[config.mk]
export PLATFORM = sky130hd
export DESIGN_NAME = sdram_single_ctrl
export DESIGN_NICKNAME = d
export VERILOG_FILES = /design/src/rtl/sdc_pkg.sv /design/src/rtl/sdc_init_seq.sv /design/src/rtl/sdc_refresh_tmr.sv /design/src/rtl/sdc_access_fsm.sv /design/src/rtl/sdram_single_ctrl.sv
export SDC_FILE = /design/constraint.sdc
export NUM_CORES = 1
export LEC_CHECK = 0
export BUFFER_PORTS_ARGS = -buffer_cell sky130_fd_sc_hd__clkbuf_2
export CAP_MARGIN = 15
export CORE_MARGIN = 4
export CORE_UTILIZATION = 27
export DETAILED_ROUTE_END_ITERATION = 8
export PLACE_DENSITY = 0.52
export SLEW_MARGIN = 5
export SYNTH_ARGS = -nofsm -noshare
export SYNTH_HDL_FRONTEND = slang
export SYNTH_SLANG_ARGS = --single-unit
[constraint.sdc]
create_clock -name clk -period 2.9 [get_ports clk]
set_input_delay 0.435 -clock clk [delete_from_list [all_inputs] [get_ports clk]]
set_output_delay 0.435 -clock clk [all_outputs]
set_load 0.02 [all_outputs]
[src/rtl/sdc_pkg.sv]
package sdc_pkg;
  localparam int BANK_W  = 2;
  localparam int ROW_W   = 12;
  localparam int COL_W   = 8;
  localparam int ADDR_W  = BANK_W + ROW_W + COL_W;
  localparam int WORD_W  = 16;
  localparam int CAS_LAT = 3;
  // mode word: burst of two, sequential order, CAS latency 3
  localparam logic [ROW_W-1:0] MODE_WORD = 12'h031;

  // {cs_n, ras_n, cas_n, we_n}
  typedef enum logic [3:0] {
    CMD_MODE = 4'b0000,
    CMD_REF  = 4'b0001,
    CMD_PRE  = 4'b0010,
    CMD_ACT  = 4'b0011,
    CMD_WR   = 4'b0100,
    CMD_RD   = 4'b0101,
    CMD_NOP  = 4'b0111
  } sd_cmd_e;
endpackage

[src/rtl/sdc_init_seq.sv]
module sdc_init_seq import sdc_pkg::*; #(
  parameter int INIT_WAIT = 13334,
  parameter int T_RP      = 3,
  parameter int T_RFC     = 9,
  parameter int T_MRD     = 2,
  parameter int INIT_REFS = 2
) (
  input  logic             clk,
  input  logic             rst_n,
  output sd_cmd_e          cmd,
  output logic [ROW_W-1:0] addr,
  output logic             done
);
  localparam int CW = $clog2(INIT_WAIT + T_RP + T_RFC + T_MRD + 2);
  localparam int RW = $clog2(INIT_REFS + 1);

  typedef enum logic [2:0] {S_WAIT, S_REF, S_MODE, S_FIN, S_DONE} ist_e;
  ist_e          st;
  logic [CW-1:0] cnt;
  logic [RW-1:0] refs;

  always_ff @(posedge clk or negedge rst_n) begin
    if (!rst_n) begin
      st   <= S_WAIT;
      cnt  <= CW'(INIT_WAIT - 1);
      refs <= '0;
      cmd  <= CMD_NOP;
      addr <= '0;
      done <= 1'b0;
    end else begin
      cmd  <= CMD_NOP;
      addr <= '0;
      if (st != S_DONE) begin
        if (cnt != '0) begin
          cnt <= cnt - 1'b1;
        end else begin
          case (st)
            S_WAIT: begin
              cmd      <= CMD_PRE;
              addr[10] <= 1'b1;
              cnt      <= CW'(T_RP - 1);
              st       <= S_REF;
            end
            S_REF: begin
              cmd  <= CMD_REF;
              cnt  <= CW'(T_RFC - 1);
              refs <= refs + 1'b1;
              if (refs == RW'(INIT_REFS - 1)) st <= S_MODE;
            end
            S_MODE: begin
              cmd  <= CMD_MODE;
              addr <= MODE_WORD;
              cnt  <= CW'(T_MRD - 1);
              st   <= S_FIN;
            end
            default: begin
              st   <= S_DONE;
              done <= 1'b1;
            end
          endcase
        end
      end
    end
  end

  AST_DONE_STAYS: assert property (@(posedge clk) disable iff (!rst_n)
    done |=> done);
endmodule

[src/rtl/sdc_refresh_tmr.sv]
module sdc_refresh_tmr #(
  parameter int REF_INTERVAL = 1040
) (
  input  logic clk,
  input  logic rst_n,
  input  logic en,
  input  logic ack,
  output logic pending
);
  localparam int CW = $clog2(REF_INTERVAL + 1);
  logic [CW-1:0] cnt;
  logic          hit;

  assign hit = en && (cnt == CW'(REF_INTERVAL - 1));

  always_ff @(posedge clk or negedge rst_n) begin
    if (!rst_n) begin
      cnt     <= '0;
      pending <= 1'b0;
    end else begin
      if (!en || hit) cnt <= '0;
      else            cnt <= cnt + 1'b1;
      if (hit)        pending <= 1'b1;
      else if (ack)   pending <= 1'b0;
    end
  end

  AST_PENDING_HELD: assert property (@(posedge clk) disable iff (!rst_n)
    (pending && !ack) |=> pending);
endmodule

[src/rtl/sdc_access_fsm.sv]
module sdc_access_fsm import sdc_pkg::*; #(
  parameter int T_RCD = 3,
  parameter int T_RFC = 9,
  parameter int T_RP  = 3,
  parameter int T_WR  = 2
) (
  input  logic              clk,
  input  logic              rst_n,
  input  logic              init_done,
  input  logic              ref_pending,
  output logic              ref_ack,
  input  logic              req_valid,
  output logic              req_ready,
  input  logic              req_write,
  input  logic [ADDR_W-1:0] req_addr,
  input  logic [2*WORD_W-1:0] req_wdata,
  output logic              rd_valid,
  output logic [2*WORD_W-1:0] rd_data,
  output sd_cmd_e           cmd,
  output logic [BANK_W-1:0] ba,
  output logic [ROW_W-1:0]  addr,
  output logic [WORD_W-1:0] dq_out,
  output logic              dq_oe,
  input  logic [WORD_W-1:0] dq_in
);
  localparam int MAXC = T_RFC + T_RCD + T_WR + T_RP + CAS_LAT + 1;
  localparam int CW   = $clog2(MAXC + 1);
  localparam int PD   = CAS_LAT + 2;

  typedef enum logic [1:0] {M_IDLE, M_RCD, M_WR2, M_WAIT} mst_e;
  mst_e                 st;
  logic [CW-1:0]        cnt;
  logic                 wr_q;
  logic [COL_W-1:0]     col_q;
  logic [2*WORD_W-1:0]  wdata_q;
  logic [PD-1:0]        rd_pipe;
  logic [WORD_W-1:0]    lo_q;
  logic                 issue_rd;

  assign req_ready = init_done && (st == M_IDLE) && !ref_pending;
  assign ref_ack   = init_done && (st == M_IDLE) && ref_pending;
  assign issue_rd  = (st == M_RCD) && (cnt == '0) && !wr_q;

  always_ff @(posedge clk or negedge rst_n) begin
    if (!rst_n) begin
      st <= M_IDLE; cnt <= '0; wr_q <= 1'b0; col_q <= '0; wdata_q <= '0;
      cmd <= CMD_NOP; ba <= '0; addr <= '0; dq_out <= '0; dq_oe <= 1'b0;
    end else begin
      cmd   <= CMD_NOP;
      dq_oe <= 1'b0;
      case (st)
        M_IDLE: begin
          if (ref_ack) begin
            cmd <= CMD_REF;
            cnt <= CW'(T_RFC - 1);
            st  <= M_WAIT;
          end else if (req_valid && req_ready) begin
            wr_q    <= req_write;
            col_q   <= req_addr[COL_W-1:0];
            wdata_q <= req_wdata;
            cmd     <= CMD_ACT;
            ba      <= req_addr[ADDR_W-1 -: BANK_W];
            addr    <= req_addr[COL_W +: ROW_W];
            cnt     <= CW'(T_RCD - 1);
            st      <= M_RCD;
          end
        end
        M_RCD: begin
          if (cnt != '0) begin
            cnt <= cnt - 1'b1;
          end else begin
            addr <= '0;
            addr[COL_W-1:0] <= col_q;
            addr[10] <= 1'b1;
            if (wr_q) begin
              cmd    <= CMD_WR;
              dq_out <= wdata_q[WORD_W-1:0];
              dq_oe  <= 1'b1;
              st     <= M_WR2;
            end else begin
              cmd <= CMD_RD;
              cnt <= CW'(CAS_LAT + T_RP);
              st  <= M_WAIT;
            end
          end
        end
        M_WR2: begin
          dq_out <= wdata_q[2*WORD_W-1:WORD_W];
          dq_oe  <= 1'b1;
          cnt    <= CW'(T_WR + T_RP - 1);
          st     <= M_WAIT;
        end
        default: begin
          if (cnt != '0) cnt <= cnt - 1'b1;
          else           st  <= M_IDLE;
        end
      endcase
    end
  end

  // read return pipeline: word 1 at stage CAS_LAT, word 2 one stage later
  always_ff @(posedge clk or negedge rst_n) begin
    if (!rst_n) begin
      rd_pipe <= '0; lo_q <= '0; rd_valid <= 1'b0; rd_data <= '0;
    end else begin
      rd_pipe  <= {rd_pipe[PD-2:0], issue_rd};
      rd_valid <= rd_pipe[CAS_LAT+1];
      if (rd_pipe[CAS_LAT])   lo_q    <= dq_in;
      if (rd_pipe[CAS_LAT+1]) rd_data <= {dq_in, lo_q};
    end
  end

  AST_RCD_GAP: assert property (@(posedge clk) disable iff (!rst_n)
    (cmd == CMD_RD || cmd == CMD_WR) |-> $past(cmd, T_RCD) == CMD_ACT);
  AST_OE_BURST: assert property (@(posedge clk) disable iff (!rst_n)
    dq_oe |-> (cmd == CMD_WR || $past(cmd) == CMD_WR));
  AST_VALID_PULSE: assert property (@(posedge clk) disable iff (!rst_n)
    rd_valid |=> !rd_valid);
  AST_BUSY_AFTER_ACCEPT: assert property (@(posedge clk) disable iff (!rst_n)
    (req_valid && req_ready) |=> !req_ready);
endmodule

[src/rtl/sdram_single_ctrl.sv]
module sdram_single_ctrl import sdc_pkg::*; #(
  parameter int INIT_WAIT    = 13334,
  parameter int INIT_REFS    = 2,
  parameter int T_RP         = 3,
  parameter int T_RFC        = 9,
  parameter int T_MRD        = 2,
  parameter int T_RCD        = 3,
  parameter int T_WR         = 2,
  parameter int REF_INTERVAL = 1040
) (
  input  logic        clk,
  input  logic        rst_n,
  input  logic        req_valid,
  output logic        req_ready,
  input  logic        req_write,
  input  logic [21:0] req_addr,
  input  logic [31:0] req_wdata,
  output logic        rd_valid,
  output logic [31:0] rd_data,
  output logic        init_done,
  output logic        sd_cs_n,
  output logic        sd_ras_n,
  output logic        sd_cas_n,
  output logic        sd_we_n,
  output logic [1:0]  sd_ba,
  output logic [11:0] sd_addr,
  output logic [1:0]  sd_dqm,
  output logic [15:0] sd_dq_out,
  output logic        sd_dq_oe,
  input  logic [15:0] sd_dq_in
);
  sd_cmd_e          i_cmd, m_cmd, cmd;
  logic [ROW_W-1:0] i_addr, m_addr;
  logic [BANK_W-1:0] m_ba;
  logic             ref_pending, ref_ack;

  sdc_init_seq #(
    .INIT_WAIT(INIT_WAIT), .T_RP(T_RP), .T_RFC(T_RFC),
    .T_MRD(T_MRD), .INIT_REFS(INIT_REFS)
  ) u_init (
    .clk(clk), .rst_n(rst_n), .cmd(i_cmd), .addr(i_addr), .done(init_done)
  );

  sdc_refresh_tmr #(.REF_INTERVAL(REF_INTERVAL)) u_ref (
    .clk(clk), .rst_n(rst_n), .en(init_done), .ack(ref_ack), .pending(ref_pending)
  );

  sdc_access_fsm #(.T_RCD(T_RCD), .T_RFC(T_RFC), .T_RP(T_RP), .T_WR(T_WR)) u_fsm (
    .clk(clk), .rst_n(rst_n), .init_done(init_done),
    .ref_pending(ref_pending), .ref_ack(ref_ack),
    .req_valid(req_valid), .req_ready(req_ready), .req_write(req_write),
    .req_addr(req_addr), .req_wdata(req_wdata),
    .rd_valid(rd_valid), .rd_data(rd_data),
    .cmd(m_cmd), .ba(m_ba), .addr(m_addr),
    .dq_out(sd_dq_out), .dq_oe(sd_dq_oe), .dq_in(sd_dq_in)
  );

  assign cmd     = init_done ? m_cmd  : i_cmd;
  assign sd_addr = init_done ? m_addr : i_addr;
  assign sd_ba   = init_done ? m_ba   : '0;
  assign {sd_cs_n, sd_ras_n, sd_cas_n, sd_we_n} = cmd;
  assign sd_dqm  = 2'b00;

  AST_NO_READY_IN_INIT: assert property (@(posedge clk) disable iff (!rst_n)
    !init_done |-> !req_ready);
  AST_A10_ON_ACCESS: assert property (@(posedge clk) disable iff (!rst_n)
    (cmd == CMD_RD || cmd == CMD_WR) |-> sd_addr[10]);
endmodule

# == Word-level counts from Yosys, hierarchy flattened ==
# Cells that the tools add are included.
# totals
mem_bits_rw,0
mem_count,0
rom_bits,0
latch_bits,0
reg_bits,185
# op_classes
mul,0
shifts,0
addsub,4
n_mux,44
reduce_logical,31
n_lt_le_gt_ge,0
eq_ne,15
bitwise,3
div,0
# op_table
op,count
$mux W12,5
$pmux W14 S3,1
$mux W16,2
$pmux W16 S2,1
$mux W5,5
$pmux W12 S2,1
$mux W11,2
$reduce_and A3 Y1,7
$mux W4,5
$pmux W3 S3,2
$pmux W5 S3,1
$mux W14,1
$reduce_bool A14 Y1,1
$sub A14 B1 Y14 const B,1
$add A11 B1 Y11 const B,1
$eq A11 B11 Y1 const B,1
$mux W2,5
$ne A3 B3 Y1 const B,3
$pmux W4 S2,1
$reduce_bool A4 Y1,2
$logic_and A1 B1 Y1,7
$mux W1,7
$mux W3,2
$mux W6,1
other kinds (22),32

# == Longest topological paths before layout ==
# Gate-level depths: netlist of run 1.
# depth
depth_word,7
mapped_depth,8
depth_no_buf,6

# == Hierarchy ==
# A second synthesis of run 1 with hierarchy kept.
# hier_totals
cells_unflattened,607
hier_area_um2,7911.3
# modules_own_cells
mod,n_inst,seq_area_each_um2,cells_each,area_per_inst_um2
sdc_access_fsm,1,3407.0,381,5604.1
sdc_init_seq,1,636.9,148,1452.6
sdc_refresh_tmr,1,300.3,55,579.3
sdram_single_ctrl,1,0.0,23,275.3

# == Worst setup path after synthesis of run 1 ==
# OpenSTA, ideal clock, no wires.
# synth_timing
path_kind,reg2reg
start,reg u_init.cnt[0]
end,reg u_init.cnt[7]
arrival_ns,2.005
synth_period_minus_slack_ns,2.130
stages_incl_launch_ff,8
path_slack_ns,0.770
setup_ns,0.125
path_cell_list,dfstp_2 > inv_1 > ha_1 > or3b_2 > nor4_4 > buf_6 > nor2_1 > mux2_2
# synth_between
elab_chain_cells,3
# synth_lines
element,line_no,rtl
"start, declared",sdc_init_seq.sv:19,logic [CW-1:0] cnt;
"start signal, assigned",sdc_init_seq.sv:25,cnt <= CW'(INIT_WAIT - 1);
"start signal, assigned",sdc_init_seq.sv:35,cnt <= cnt - 1'b1;
"start signal, assigned",sdc_init_seq.sv:41,cnt <= CW'(T_RP - 1);
branches (longest 3 deep; another with $sub A14 B1 Y14),n/a,
# Parallel ways; which one is timed is not known.
# A chain may end at the register's enable or synchronous reset.

# == Worst setup path after layout of run 1 ==
# layout_timing
start,reg u_init.cnt[0]
end,reg u_init.refs[0]
# layout_between
elab_chain_cells,3
# layout_lines
element,line_no,rtl
$reduce_bool A14 Y1,sdc_init_seq.sv:34,if (cnt != '0) begin
$not A1 Y1 (no source line),n/a,
$reduce_and A3 Y1 (no source line),n/a,
"end signal, assigned",sdc_init_seq.sv:47,refs <= refs + 1'b1;
"end, declared",sdc_init_seq.sv:20,logic [RW-1:0] refs;
# Every way passes these cells.

==> results of run 1 <==
==> layout make-up <==
type / instances / area [um2] / share of cell area, %
Sequential cell: 173 / 4340 / 45.8
Clock inverter: 13 / 186 / 1.97
Timing Repair Buffer: 155 / 840 / 8.86
Tap cell: 378 / 473 / 4.99
Inverter: 16 / 60.1 / 0.634
Clock buffer: 18 / 439 / 4.63
Multi-Input combinational cell: 369 / 3130 / 33.1
==> path summary, 6_finish.rpt <==
check	startpoint	to	depth (start not counted)
worst max-delay path	u_init.cnt[0]$_DFFE_PN1P_	u_init.refs[0]$_DFFE_PN0P_	7
worst min-delay path	rst_n	u_fsm.wdata_q[19]$_DFFE_PN0P_	1
worst max register to register	u_init.cnt[0]$_DFFE_PN1P_	u_init.refs[0]$_DFFE_PN0P_	7
worst min register to register	u_fsm.rd_pipe[2]$_DFF_PN0_	u_fsm.rd_pipe[3]$_DFF_PN0_	0
max in group asynchronous	rst_n	u_fsm.cmd[2]$_DFF_PN1_	2
min in group clk	req_wdata[4]	u_fsm.wdata_q[4]$_DFFE_PN0P_	2
==> critical path, stage by stage (launching register included) <==
cell and delay, ns:
dfstp_2 0.38, inv_1 0.12, ha_1 0.18, or3b_2 0.54, nor4_4 0.52, buf_4 0.26, nand3_1 0.14, xnor2_1 0.17
==> logic make-up after synthesis <==
family,Yosys count,synth area share [%]
other,1,0.0489
DFF,173,56.7
adders and majority gates,9,1.47
xor gates and xnor gates,10,1.14
AOI/OAI and AO/OA,50,4.77
muxes,159,23.3
and+or+nand+nor,138,10.1
buffers and inverters,45,2.50
==> flip-flops by register name, summed over array words and instances (netlist names), 2 cells and up <==
register	flops
u_init.cmd	3
u_init.st	3
u_fsm.rd_pipe	5
u_fsm.st	2
u_fsm.col_q	8
u_fsm.lo_q	16
u_fsm.ba	2
u_ref.cnt	11
u_fsm.wdata_q	32
u_fsm.cmd	3
u_fsm.addr	12
u_fsm.dq_out	16
u_init.addr	2
u_fsm.rd_data	32
u_init.cnt	14
u_fsm.cnt	5
u_init.refs	2
==> placed cells by master, fill, tap and decap left out, types with 12 or more instances in the layout <==
master     netlist  final
o21ai_0         12     12
dfrtp_1        161    161
dfstp_2         12     12
nor2_1          31     31
and2_1          13     13
nand3_1         12     12
clkbuf_2         0    141
mux2_2         156    156
inv_1           16     16
nand2_1         25     25
clkbuf_16        0     17
==> metal layers <==
metal / vias up / share of wire, %
met5: - / 0
met4: 0 / 0.56
met3: 4 / 5.3
met2: 108 / 47
met1: 2447 / 47
li1: 2388 / -
==> power by group <==
group | switching [mW] | internal [mW]
sequential | 0.461 | 3.33
clock | 1.00 | 1.47
combinational | 1.85 | 1.89
total | 3.32 | 6.68
==> metrics by stage <==
step	power, mW	utilization [%]
floorplan	6.50	-
global placement	7.60	31.8
detailed placement	7.66	31.8
CTS	10.2	34.0
global route	10.7	34.0
finish	10.0	34.0
==> flow_summary_export.csv, run 1 <==
group,metric,value,unit
detailed_routing,drc,0,
clocking,clk_latency,0.43,ns
yosys,synth_most_common_cell,"dfrtp_1",
floorplan,ios,146,
floorplan,die_area,0.0311,mm2
clocking,cts_setup_buffers,0,
clocking,clock_path_buffers,2,
floorplan,die_h,176,um
timing,fmax,415,MHz
setup_path,path_max_fanout,9,
yosys,synthTopCellsByCount,"dfrtp_1 (161), mux2_2 (156), nor2_1 (31)",
yosys,ys.flop_type,"dfrtp_1",
global_route,grt_pass1_wl,28300,um
final_layout,drive_gt1_share,49.3,%
global_route,global_route.usage.met2,17.5,%
clocking,cts.htree.levels,4,
setup_path,required,3.21,ns
clocking,cts_root_buf,"clkbuf_16",
yosys,seq_area_frac_synth,56.7,%
detailed_routing,viasPerCell,4.41,
global_route,antenna_found_initial,0,
yosys,netlist_area,0.00766,mm2
yosys,synth_top_cell_by_area,"dfrtp_1",
global_route,grt_use_total,11.3,%
placed_design,dp_hpwl,11700,um
final_layout,n_antenna_cell,0,
detailed_routing,drtPass1Iterations,4,
yosys,ys_ff_latch,173,
timing,fin_worst_skew,0.0112,ns
final_layout,final_area,0.00948,mm2
placed_design,dp_cells,1091,
timing,tns,0,ns
clocking,ctsHoldBuffers,0,
global_route,grt_max_degree,70,
final_layout,final_net_count,815,
setup_path,end_kind,"flip-flop",
timing,setup_viol,0,
yosys,async_flop_share,100,%
placed_design,dp_slack,0.461,ns
flow_run,drv_cap,0,
setup_path,critical_path_class,"flip-flop to flip-flop",
hold_path,hold_path.class,"input pin to async pin",
global_route,grt_use_met1,15.5,%
detailed_routing,drt-initial-drc-count,241,
yosys,synthTopCellsByArea,"dfrtp_1 (53%), mux2_2 (23%), dfstp_2 (4.1%)",
global_route,grt_pass1_vias,5209,
global_route,grt.met3_usage,3.28,%
detailed_routing,wl_per_cell,15.1,um
timing,rsz0062_at_grt,"no",
floorplan,dieWidth,176,um
clocking,cts_made_buffers,17,
final_layout,synthToLayoutAreaGrowth,23.7,%
clocking,cts.sinks,173,
yosys,synth-edff-count,0,
power_and_ir_drop,powerDensity,1060,mW/mm2
clocking,post_cts_resized,0,
placed_design,io_buffer_count,142,
timing,slew_viol_final,0,
global_route,top_usage_layer,"met2",
clocking,cts_tree,"built",
power_and_ir_drop,vdd_drop_max,525,uV
detailed_routing,ant_nets,0,
setup_path,worst_setup_path_start_kind,"flip-flop",
yosys,yosys_warnings,0,
floorplan,placementRows,61,
yosys,yosysUniqueCellTypes,60,
setup_path,arrival,2.72,ns
placed_design,finalWeightedCongestion,0.809,
yosys,synth_cells,585,
detailed_routing,dr_total_vias,4947,
run_status,status,"finished clean",
yosys,syn_avg_cell_area,13.1,um2
floorplan,start_util,27.5,%
timing,tightest_slew,0.799,ns
clocking,path_clk_slew,0.07,ns
timing,final.min_clock_period,2.41,ns
timing,min_period_over_period,83.1,%
timing,worst_slack,0.489,ns
detailed_routing,wirelength,16900,um
timing,whs,0.0124,ns
final_layout,final_cells,1122,
yosys,synth_top_cell_area_share,52.6,%
floorplan,core-area,0.0279,mm2
final_layout,nFillCells,2803,
power_and_ir_drop,leakagePower,4.38,nW
timing,hold_viol,0,
placed_design,postPlaceCellArea,0.00885,mm2
setup_path,r2r_slack,0.49,ns
global_route,overflow,0,
timing,slew_headroom,46.8,%
Note: power is estimated with default switching activity, not from simulation.
==> inputs of run 2 (changes only) <==
- ABC_AREA: not set -> 1
- clock period: 2.9 -> 2.25 ns (I/O delays scaled with it)
==> run 2 against run 1 <==
Sequential share of layout area is 0.33 points higher. Synthesized area is 0.62% lower. Register-to-register slack worse by 0.15 ns. Final area is 0.71% lower. Routed wire length is 5.8% higher. Largest power group unchanged. Highest routed layer unchanged.
==> flow_summary_export.csv, run 2 <==
group,metric,value,unit
setup_path,worst_setup_path_start_kind,"flip-flop",
clocking,clock_path_buffers,2,
global_route,overflow,0,
timing,final.min_clock_period,1.96,ns
timing,tightest_slew,0.530,ns
floorplan,start_util,27.4,%
clocking,ctsHoldBuffers,1,
yosys,yosys_warnings,0,
floorplan,die_area,0.0310,mm2
yosys,synth_most_common_cell,"nand2_1",
timing,fmax,510,MHz
setup_path,arrival,1.62,ns
timing,tns,0,ns
timing,setup_viol,0,
clocking,path_clk_slew,0.08,ns
power_and_ir_drop,fin_total_pwr,12.5,mW
final_layout,largest_registers,"u_fsm.rd_data (32), u_fsm.wdata_q (32)",
timing,fin_worst_skew,0.0172,ns
timing,rsz0062_at_grt,"no",
setup_path,rr_worst_depth,9,
final_layout,drive_gt1_share,23.1,%
timing,slew_viol_final,0,
final_layout,n_antenna_cell,0,
placed_design,dp_slack,0.331,ns
clocking,cts.htree.levels,4,
flow_run,drv_cap,0,
timing,worst_slack,0.289,ns
yosys,seq_area_frac_synth,57.0,%
global_route,grt_pass1_vias,5883,
clocking,cts_tree,"built",
placed_design,finalWeightedCongestion,0.794,
final_layout,final_net_count,1088,
global_route,grt_use_total,11.8,%
setup_path,crit_start,"u_fsm.st[0]$_DFFE_PN0P_",
yosys,synth_top_cell_by_area,"dfrtp_1",
final_layout,layout_common_cells,"nand2_1 (317), dfrtp_1 (161), clkbuf_2 (141)",
yosys,synth_top_cell_area_share,52.9,%
final_layout,synthToLayoutAreaGrowth,23.6,%
timing,hold_viol,0,
yosys,synth_cells,861,
hold_path,min-delay-start,"req_wdata[18]",
yosys,netlist_area,0.00761,mm2
global_route,grt_max_degree,59,
detailed_routing,wl_per_cell,12.8,um
setup_path,max_stage_delay,0.42,ns
yosys,synth-edff-count,0,
detailed_routing,drt-initial-drc-count,337,
setup_path,r2r_slack,0.34,ns
hold_path,hold_path.class,"input pin to flip-flop",
setup_path,critical_path_class,"flip-flop to output pin",
run_status,status,"finished clean",
detailed_routing,dr_total_vias,5860,
detailed_routing,drc,0,
clocking,clk_latency,0.43,ns
floorplan,placementRows,61,
yosys,synthTopCellsByArea,"dfrtp_1 (53%), nand2_1 (16%), dfstp_2 (4.1%)",
setup_path,r2r_start,"u_fsm.cnt[0]$_DFFE_PN0P_",
floorplan,dieWidth,176,um
detailed_routing,ant_nets,0,
clocking,cts_setup_buffers,0,
yosys,synthTopCellsByCount,"nand2_1 (317), dfrtp_1 (161), inv_1 (65)",
power_and_ir_drop,leakagePower,4.85,nW
setup_path,critPathSlowestCell,"dfrtp_1",
floorplan,core-area,0.0278,mm2
setup_path,rr_endpoint,"u_fsm.addr[0]$_DFFE_PN0P_",
final_layout,regArea,0.00434,mm2
final_layout,mostFrequentLayoutCell,"nand2_1",
placed_design,io_buffer_count,142,
detailed_routing,wirelength,17900,um
clocking,cts_root_buf,"clkbuf_16",
clocking,cts.sinks,173,
detailed_routing,viasPerCell,4.20,
clocking,cts_made_buffers,17,
setup_path,end_kind,"output pin",
yosys,ys_ff_latch,173,
setup_path,path_max_fanout,5,
detailed_routing,drtPass1Iterations,4,
final_layout,multi_input_area,0.00284,mm2
timing,slew_headroom,64.6,%
clocking,post_cts_resized,0,
yosys,syn_avg_cell_area,8.84,um2
final_layout,nFillCells,2990,
floorplan,die_h,176,um
timing,min_period_over_period,87.2,%
power_and_ir_drop,powerDensity,1320,mW/mm2
yosys,yosysUniqueCellTypes,35,
power_and_ir_drop,vdd_drop_max,595,uV
placed_design,dp_hpwl,12300,um
global_route,antenna_found_initial,0,
global_route,grt_pass1_wl,30000,um
setup_path,required,1.91,ns
yosys,async_flop_share,100,%
yosys,ys.flop_type,"dfrtp_1",
setup_path,crit_chain,"inv_1 -> ha_1 -> nand2_1 -> nor2_2 -> clkbuf_2",
timing,whs,0.0929,ns
floorplan,ios,146,
setup_path,cp-endpoint,"req_ready",
final_layout,final_core_util,33.9,%
run 2: per-layer routing:
| metal | wire (um) | global-route usage, % | share of wire (%) |
|---|---|---|---|
| met2 | 7820 | 17.7 | 44 |
| met3 | 887 | 2.31 | 5.0 |
| met4 | 235 | 4.00 | 1.3 |
| met5 | 0 | 0 | 0 |
| met1 | 8920 | 17.2 | 50 |
run 2: cells by family (layout without fill, tap and decap cells):
family,Yosys count,count (layout),synth area share [%]
other cells,1,3,0.0492
mux,40,40,5.52
simple gates,431,431,22.6
compound gates,96,96,6.85
flops,173,173,57.0
xor+xnor,6,6,0.690
fa+ha+maj,9,9,1.48
buf+inv,105,260,5.80
run 2: critical path: cells and delay by family, from the launching register on:
kind	cells	cell delay, ns
simple gates	2	0.23
flops	1	0.42
buf+inv	2	0.31
fa+ha+maj	1	0.23
run 2: worst min path at each step:
stage          cells past startpoint                            end
5_1_grt                            3        u_fsm.ba[1]$_DFFE_PN0P_
4_1_cts                            3  u_fsm.wdata_q[18]$_DFFE_PN0P_
3_5_place_dp                       1      u_init.cnt[1]$_DFFE_PN0P_
6_report                           3  u_fsm.wdata_q[18]$_DFFE_PN0P_
3_3_place_gp                       1      u_init.cnt[1]$_DFFE_PN0P_
2_1_floorplan                      0      u_fsm.addr[0]$_DFFE_PN0P_
run 2: layout make-up:
cell class	count	share of cell area, %
multi-input combinational	585	30.1
sequential	173	46.2
clock buffer	17	4.52
tap	378	5.03
clock inverter	15	2.10
timing repair buffer	156	9.16
inverter	72	2.87
run 2: metrics by stage:
step                std cells  instance area, um2
floorplan                 863                7620
global placement         1363                8780
detailed placement       1363                8780
CTS                      1396                9410
global route             1396                9410
finish                   1396                9410
run 2: power breakdown:
| part | internal [mW] | switching [mW] | leakage, nW | total (mW) |
|---|---|---|---|---|
| registers | 4.26 | 0.539 | 2.13 | 4.80 |
| logic | 1.61 | 2.94 | 2.43 | 4.55 |
| clock network | 1.70 | 1.40 | 0.295 | 3.11 |
| total | 7.57 | 4.88 | 4.85 | 12.5 |
==> inputs of run 3 (changes only) <==
- CORE_UTILIZATION: 27 -> 55
- PLACE_DENSITY: 0.52 -> 0.86
==> run 3 against run 2 <==
Register-to-register slack worse by 0.13 ns. Non-clock buffer count unchanged. Global-route usage increased by 9.1 points. Die area shrank 49%. Sequential power rose by 1%.
==> flow_summary_export.csv, run 3 (same netlist as run 2, synthesis figures left out) <==
group,metric,value,unit
run_status,status,"finished clean",
timing,fmax,491,MHz
power_and_ir_drop,leakagePower,4.84,nW
floorplan,die_h,126,um
floorplan,core-area,0.0134,mm2
final_layout,nFillCells,1051,
detailed_routing,drtPass1Iterations,5,
clocking,cts_setup_buffers,0,
clocking,post_cts_resized,0,
timing,hold_viol,0,
setup_path,arrival,2.36,ns
global_route,grt_pass1_wl,27400,um
power_and_ir_drop,fin_total_pwr,12.4,mW
timing,tns,0,ns
detailed_routing,wl_per_cell,13.8,um
setup_path,critPathSlowestCell,"dfrtp_1",
placed_design,io_buffer_count,142,
timing,setup_viol,0,
floorplan,start_util,56.8,%
detailed_routing,viasPerCell,5.05,
setup_path,critical_path_class,"flip-flop to flip-flop",
timing,slew_headroom,65.2,%
final_layout,multi_input_area,0.00284,mm2
timing,min_period_over_period,90.5,%
final_layout,largest_registers,"u_fsm.rd_data (32), u_fsm.wdata_q (32)",
timing,final.min_clock_period,2.04,ns
setup_path,path_max_fanout,32,
detailed_routing,wirelength,16500,um
setup_path,max_stage_delay,0.41,ns
floorplan,ios,146,
final_layout,final_cells,1194,
global_route,grt_use_total,20.9,%
placed_design,dp_cells,1161,
setup_path,worst_setup_path_start_kind,"flip-flop",
detailed_routing,drt-initial-drc-count,321,
global_route,overflow,0,
placed_design,dp_hpwl,11500,um
power_and_ir_drop,vdd_drop_max,948,uV
final_layout,synthToLayoutAreaGrowth,19.9,%
final_layout,drive_gt1_share,23.0,%
detailed_routing,drc,0,
clocking,clock_path_buffers,2,
clocking,cts.htree.levels,4,
floorplan,die_area,0.0158,mm2
clocking,path_clk_slew,0.07,ns
setup_path,end_kind,"flip-flop",
final_layout,n_antenna_cell,0,
detailed_routing,ant_nets,0,
clocking,cts.sinks,173,
global_route,antenna_found_initial,0,
timing,tightest_slew,0.520,ns
final_layout,layout_common_cells,"nand2_1 (317), dfrtp_1 (161), clkbuf_2 (141)",
floorplan,placementRows,42,
clocking,cts_root_buf,"clkbuf_16",
power_and_ir_drop,powerDensity,1360,mW/mm2
timing,rsz0062_at_grt,"no",
clocking,clk_latency,0.42,ns
timing,slew_viol_final,0,
floorplan,dieWidth,126,um
final_layout,final_net_count,1088,
global_route,grt_max_degree,56,
detailed_routing,dr_total_vias,6034,
global_route,grt_pass1_vias,5821,
setup_path,required,2.58,ns
setup_path,crit_chain,"inv_1 -> ha_1 -> inv_2 -> or2_1 -> nand3_1 -> buf_4 -> nand2_1 -> o21ai_1",
final_layout,mostFrequentLayoutCell,"nand2_1",
hold_path,hold_path.class,"input pin to flip-flop",
flow_run,drv_cap,0,
timing,fin_worst_skew,0.00631,ns
clocking,cts_tree,"built",
final_layout,regArea,0.00434,mm2
placed_design,finalWeightedCongestion,0.851,
clocking,cts_made_buffers,17,
run 3: changes by cell type in the layout (fill, tap and decap cells not counted):
cell       before  now
bufinv_16       2    3
clkinv_4        1    2
clkinv_8        2    0
clkbuf_1        0    1
clkinv_2        0    4
inv_8           5    0
run 3: path summary, 6_finish.rpt:
kind | cells after the start | startpoint | slack, ns | to
setup / recovery | 8 | u_fsm.st[1]$_DFFE_PN0P_ | 0.21 | u_fsm.dq_out[0]$_DFFE_PN0P_
setup reg to reg | 8 | u_fsm.st[1]$_DFFE_PN0P_ | 0.21 | u_fsm.dq_out[0]$_DFFE_PN0P_
max in group asynchronous | 3 | rst_n | 1.11 | u_fsm.cmd[2]$_DFF_PN1_
min in group asynchronous | 2 | rst_n | 0.44 | u_fsm.rd_data[6]$_DFFE_PN0P_
hold / removal | 3 | req_addr[0] | 0.11 | u_fsm.col_q[0]$_DFFE_PN0P_
hold reg to reg | 0 | u_fsm.rd_pipe[1]$_DFF_PN0_ | 0.35 | u_fsm.rd_pipe[2]$_DFF_PN0_
run 3: per-stage QoR:
step	instance area, um2	utilization (%)	hold WS (ns)	setup slack (ns)
finish	9130	68.1	0.108	0.214
global route	9130	68.1	0.0960	0.0849
CTS	9130	68.1	0.0954	0.233
detailed placement	8520	63.6	0.321	0.360
global placement	8520	63.6	0.333	0.488
floorplan	7620	-	0.0419	0.494
run 3: per-layer routing:
metal | vias to the layer above | routed length (um) | part of all wire [%] | track usage, %
met5 | - | 0 | 0 | 0
met4 | 0 | 293 | 1.8 | 7.65
met3 | 25 | 958 | 5.8 | 5.04
met2 | 179 | 7890 | 48 | 33.2
met1 | 2836 | 7370 | 45 | 28.4
li1 | 2994 | - | - | -
run 3: repair_timing:
item,in CTS,in global routing
hold buffers,1,0
hold endpoints to repair,51,0
setup endpoints to repair,0,0
run 3: power by group:
part | switching [mW] | leakage [nW] | internal (mW)
registers | 0.594 | 2.13 | 4.27
logic | 2.98 | 2.43 | 1.60
clock network | 1.21 | 0.286 | 1.75
run 3: layout make-up:
type	count	area share, %
multi-input combinational	585	31.1
clock inverter	14	1.84
clock buffer	18	4.70
sequential	173	47.6
timing repair buffer	156	9.44
inverter	72	2.96
tap	176	2.41
run 3: worst max-delay path, delay by kind of cell, from the launching register on:
kind	cells	cell delay, ns
AO/OA/AOI/OAI	1	0.14
adder cells (fa/ha/maj)	1	0.31
buffers and inverters	3	0.57
flip-flops	1	0.41
AND/OR/NAND/NOR	3	0.52
